`config.mk`:
```
export PLATFORM = sky130hd
export DESIGN_NAME = csa_adder
export DESIGN_NICKNAME = d
export VERILOG_FILES = /design/src/rtl/csa_pkg.sv /design/src/rtl/csa_mux2.sv /design/src/rtl/csa_bit_cell.sv /design/src/rtl/csa_pair_merge.sv /design/src/rtl/csa_adder.sv
export SDC_FILE = /design/constraint.sdc
export NUM_CORES = 1
export LEC_CHECK = 0
export BUFFER_PORTS_ARGS = -buffer_cell sky130_fd_sc_hd__clkbuf_2
export CORE_ASPECT_RATIO = 0.75
export CORE_MARGIN = 4
export CORE_UTILIZATION = 40
export DETAILED_ROUTE_END_ITERATION = 7
export PLACE_DENSITY_LB_ADDON = 0.3
export SLEW_MARGIN = 20
export SYNTH_ARGS = -nofsm -noshare
export SYNTH_HDL_FRONTEND = slang
export SYNTH_HIERARCHICAL = 1
export SYNTH_SLANG_ARGS = --single-unit
```
`constraint.sdc`:
```
create_clock -name vclk -period 3.9
set_clock_uncertainty 0.15 [all_clocks]
set_input_delay 0.39 -clock vclk [all_inputs]
set_output_delay 0.39 -clock vclk [all_outputs]
set_load 0.02 [all_outputs]
```
`src/rtl/csa_pkg.sv`:
```
package csa_pkg;

  // True when v is a power of two and at least 2.
  function automatic bit width_ok(input int v);
    return (v >= 2) && ((v & (v - 1)) == 0);
  endfunction

endpackage

```
`src/rtl/csa_mux2.sv`:
```
module csa_mux2 #(
  parameter int W = 1
) (
  input  logic         sel,
  input  logic [W-1:0] d0,
  input  logic [W-1:0] d1,
  output logic [W-1:0] y
);

  always_comb begin
    y = sel ? d1 : d0;
  end

endmodule

```
`src/rtl/csa_bit_cell.sv`:
```
module csa_bit_cell (
  input  logic a,
  input  logic b,
  output logic s_if0,
  output logic c_if0,
  output logic s_if1,
  output logic c_if1
);

  logic half;

  always_comb begin
    half  = a ^ b;
    s_if0 = half;
    c_if0 = a & b;
    s_if1 = ~half;
    c_if1 = a | b;
  end

endmodule

```
`src/rtl/csa_pair_merge.sv`:
```
// Joins two unresolved groups of width H into one group of width 2H.
// Both carry-in cases are kept for the joined group.
module csa_pair_merge #(
  parameter int H = 1
) (
  input  logic [H-1:0]   lo_s0,
  input  logic [H-1:0]   lo_s1,
  input  logic           lo_c0,
  input  logic           lo_c1,
  input  logic [H-1:0]   hi_s0,
  input  logic [H-1:0]   hi_s1,
  input  logic           hi_c0,
  input  logic           hi_c1,
  output logic [2*H-1:0] m_s0,
  output logic [2*H-1:0] m_s1,
  output logic           m_c0,
  output logic           m_c1
);

  logic [H:0] up_if0;
  logic [H:0] up_if1;

  // case 0 of the joined group: lower half saw carry 0
  csa_mux2 #(.W(H + 1)) u_sel0 (
    .sel (lo_c0),
    .d0  ({hi_c0, hi_s0}),
    .d1  ({hi_c1, hi_s1}),
    .y   (up_if0)
  );

  // case 1 of the joined group: lower half saw carry 1
  csa_mux2 #(.W(H + 1)) u_sel1 (
    .sel (lo_c1),
    .d0  ({hi_c0, hi_s0}),
    .d1  ({hi_c1, hi_s1}),
    .y   (up_if1)
  );

  always_comb begin
    m_s0 = {up_if0[H-1:0], lo_s0};
    m_c0 = up_if0[H];
    m_s1 = {up_if1[H-1:0], lo_s1};
    m_c1 = up_if1[H];
  end

endmodule

```
`src/rtl/csa_adder.sv`:
```
module csa_adder #(
  parameter int N = 32
) (
  input  logic [N-1:0] a_in,
  input  logic [N-1:0] b_in,
  input  logic         carry_in,
  output logic [N-1:0] sum_out,
  output logic         carry_out
);

  import csa_pkg::*;

  localparam int LEVELS = $clog2(N);

  if (!width_ok(N)) begin : g_bad_width
    $error("csa_adder: N must be a power of two and at least 2");
  end

  // per-bit dual results
  logic [N-1:0] cell_s0;
  logic [N-1:0] cell_s1;
  logic [N-1:0] cell_c0;
  logic [N-1:0] cell_c1;

  for (genvar i = 0; i < N; i++) begin : g_cell
    csa_bit_cell u_cell (
      .a     (a_in[i]),
      .b     (b_in[i]),
      .s_if0 (cell_s0[i]),
      .c_if0 (cell_c0[i]),
      .s_if1 (cell_s1[i]),
      .c_if1 (cell_c1[i])
    );
  end

  // Level L: a resolved low group of width W, plus G-1 pending groups of
  // width W that still carry both carry-in cases.
  for (genvar L = 0; L <= LEVELS; L++) begin : lv
    localparam int W  = 1 << L;
    localparam int G  = N >> L;
    localparam int NP = G - 1;

    logic [W-1:0] res_s;
    logic         res_c;

    if (L == 0) begin : g_base
      logic [1:0] bit0;
      csa_mux2 #(.W(2)) u_cin_sel (
        .sel (carry_in),
        .d0  ({cell_c0[0], cell_s0[0]}),
        .d1  ({cell_c1[0], cell_s1[0]}),
        .y   (bit0)
      );
      assign res_s = bit0[0];
      assign res_c = bit0[1];
    end else begin : g_step
      localparam int H = W / 2;
      logic [H:0] ext;
      // resolved carry of the low group picks the next group's result
      csa_mux2 #(.W(H + 1)) u_extend (
        .sel (lv[L-1].res_c),
        .d0  ({lv[L-1].g_pend.pc0[0], lv[L-1].g_pend.ps0[H-1:0]}),
        .d1  ({lv[L-1].g_pend.pc1[0], lv[L-1].g_pend.ps1[H-1:0]}),
        .y   (ext)
      );
      assign res_s = {ext[H-1:0], lv[L-1].res_s};
      assign res_c = ext[H];
    end

    if (NP > 0) begin : g_pend
      logic [NP*W-1:0] ps0;
      logic [NP*W-1:0] ps1;
      logic [NP-1:0]   pc0;
      logic [NP-1:0]   pc1;

      if (L == 0) begin : g_fill
        assign ps0 = cell_s0[N-1:1];
        assign ps1 = cell_s1[N-1:1];
        assign pc0 = cell_c0[N-1:1];
        assign pc1 = cell_c1[N-1:1];
      end else begin : g_join
        localparam int H = W / 2;
        for (genvar p = 0; p < NP; p++) begin : g_grp
          csa_pair_merge #(.H(H)) u_merge (
            .lo_s0 (lv[L-1].g_pend.ps0[(2*p+1)*H +: H]),
            .lo_s1 (lv[L-1].g_pend.ps1[(2*p+1)*H +: H]),
            .lo_c0 (lv[L-1].g_pend.pc0[2*p+1]),
            .lo_c1 (lv[L-1].g_pend.pc1[2*p+1]),
            .hi_s0 (lv[L-1].g_pend.ps0[(2*p+2)*H +: H]),
            .hi_s1 (lv[L-1].g_pend.ps1[(2*p+2)*H +: H]),
            .hi_c0 (lv[L-1].g_pend.pc0[2*p+2]),
            .hi_c1 (lv[L-1].g_pend.pc1[2*p+2]),
            .m_s0  (ps0[p*W +: W]),
            .m_s1  (ps1[p*W +: W]),
            .m_c0  (pc0[p]),
            .m_c1  (pc1[p])
          );
        end
      end
    end
  end

  assign sum_out   = lv[LEVELS].res_s;
  assign carry_out = lv[LEVELS].res_c;

endmodule

```
==> results.ini <==
[run_status]
outcome=finished, final reports clean

[clock_network]
hold_buffers=0
cts-resized-gates=0
post_cts_buffers=0

[global_routing]
antenna_found_initial=0
grt_util_all_layers=0.1113
grt_pass1_wl_mm=12.43
grt_max_degree=18
grt_overflow=0
grt_pass1_vias=2929

[worst_hold_path]
whs_path_depth=3
worst_hold_path.endpoint=sum_out[0]
hold_class=primary input to output pin
hold_start=carry_in

[routing]
routed_via_density=4.498
totalWireLength_mm=7.070
wire_per_inst_um=11.50
drc=0
drtIter0Drc=46
vias=2766
drt_first_pass_iters=4
ant_nets=0

[timing]
relSlewSlack=0.7746
min_period_ns=3.479
slew_violations=0
fin_crit_sh=0.8922
finalHoldViolCount=0
worst_pin_slew_ns=0.3380
setup_tns_ns=0
finalSetupViolations=0
hold_slack_ns=1.029
fmax_ghz=0.2874
worst_slack_ns=0.4205
grt_setup_unrepaired=no

[pwr]
p_seq_frac=0
cellPowerDensity_nw_per_um2=232.9
vdd_drop_max_mv=0.1238
pwr-share-clk=0
switching_share=0.4662
p_comb_frac=1.000
power.leakage_nw=2.409
p_sw_uw=456.6
p_int_uw=522.9

[critical_path]
crit_path_end_kind=output pin
cp.required_ns=3.36
cp_data_arrival_time_ns=2.94
timing_worst_setup_path_type=primary input to output pin
crit_fanout=17
cp-start-kind=primary input

[synthesis]
synthesis.instances=483
synth_area_um2=4338
synth_fp_nets=612
yosys.area.top_type=mux2_2
yosysTopAreaCellShare=0.3920
ys_seq_area_frac=0
yosysUniqueCellTypes=7
yosys_warnings=6
synth.avg_cell_area_um2=8.981
synth_area_leaders=mux2_2 (39%), ha_1 (18%), buf_4 (17%)

[layout]
regArea_um2=0
drive_gt1_frac=0.5992
fin_util=0.4024
final_nets=610
area_delta_synth_final_pct=-3.057
antenna_cells=0
nClkBuffers=0
instances_no_fill=615
seq_cells=0

[placement]
dp.cells=615
pre_cts_ws_ns=0.3920
numPortBuffers=98
routabilityCongestion=0.7157
dp_hpwl_mm=6.438

[floorplanning]
core_um2=10450
num_rows=32
io_pins=98
start_util=0.4151
fp.dieH_um=98.19
fp.dieW_um=128.3
die-area_um2=12590

[run]
maxCapViolCount=0

==> power by group through the flow <==
stage / logic [mW] / registers, mW / clock network [mW]
6_report: 0.980 / 0 / 0
5_1_grt: 1.07 / 0 / 0
4_1_cts: 0.995 / 0 / 0
3_5_place_dp: 0.989 / 0 / 0
3_3_place_gp: 0.969 / 0 / 0
2_1_floorplan: 0.958 / 0 / 0
==> critical path, stage by stage <==
cell      delay, ns
clkbuf_2       0.09
inv_1          0.05
ha_1           0.13
inv_1          0.03
mux2_2         0.27
mux2_2         0.31
mux2_2         0.31
mux2_2         0.38
mux2_4         0.43
mux2_2         0.38
clkbuf_2       0.15
==> routing by layer <==
metal  track usage  vias up  share of wire
li1              -     1449              -
met1        0.1417     1275           0.46
met2        0.2173       40           0.51
met3      0.002734        2          0.028
met4      0.004078        0         0.0048
met5             0        -              0
==> cells in the final DEF, fill, tap and decap left out, drive strengths merged <==
master	synthesis	final
buf	103	1
clkbuf	0	98
ha	64	64
inv	128	128
mux2	188	188
==> synthesized netlist by cell type <==
cell type,n
buf_12,1
buf_4,98
buf_6,4
ha_1,64
inv_1,128
mux2_2,151
mux2_4,37
==> cell type report <==
| type | count | area [um2] |
|---|---|---|
| tap | 136 | 170.2 |
| timing repair buffer | 99 | 498.0 |
| fill | 1079 | 6245 |
| inverter | 128 | 480.5 |
| multi-input combinational | 252 | 3057 |
==> worst max path at each step <==
stage	startpoint	to
2_1_floorplan	a_in[0]	sum_out[21]
3_3_place_gp	a_in[0]	sum_out[20]
3_5_place_dp	a_in[0]	sum_out[30]
4_1_cts	a_in[0]	sum_out[20]
5_1_grt	a_in[0]	sum_out[19]
6_report	a_in[0]	sum_out[20]
==> stage by stage <==
stage / total power [mW] / instance area (um2)
floorplan: 0.9582 / 4338
CTS: 0.9955 / 4205
finish: 0.9796 / 4205
global route: 1.070 / 4205
detailed placement: 0.9892 / 4205
global placement: 0.9687 / 4205
==> kinds of logic (layout without fill, tap and decap cells) <==
kind of cell | after synthesis | in the layout | share of synthesized area
buffers and inverters | 231 | 227 | 0.2954
multiplexers | 188 | 188 | 0.5200
adder cells (fa/ha/maj) | 64 | 64 | 0.1846
Note: power is estimated with default switching activity, not from simulation.
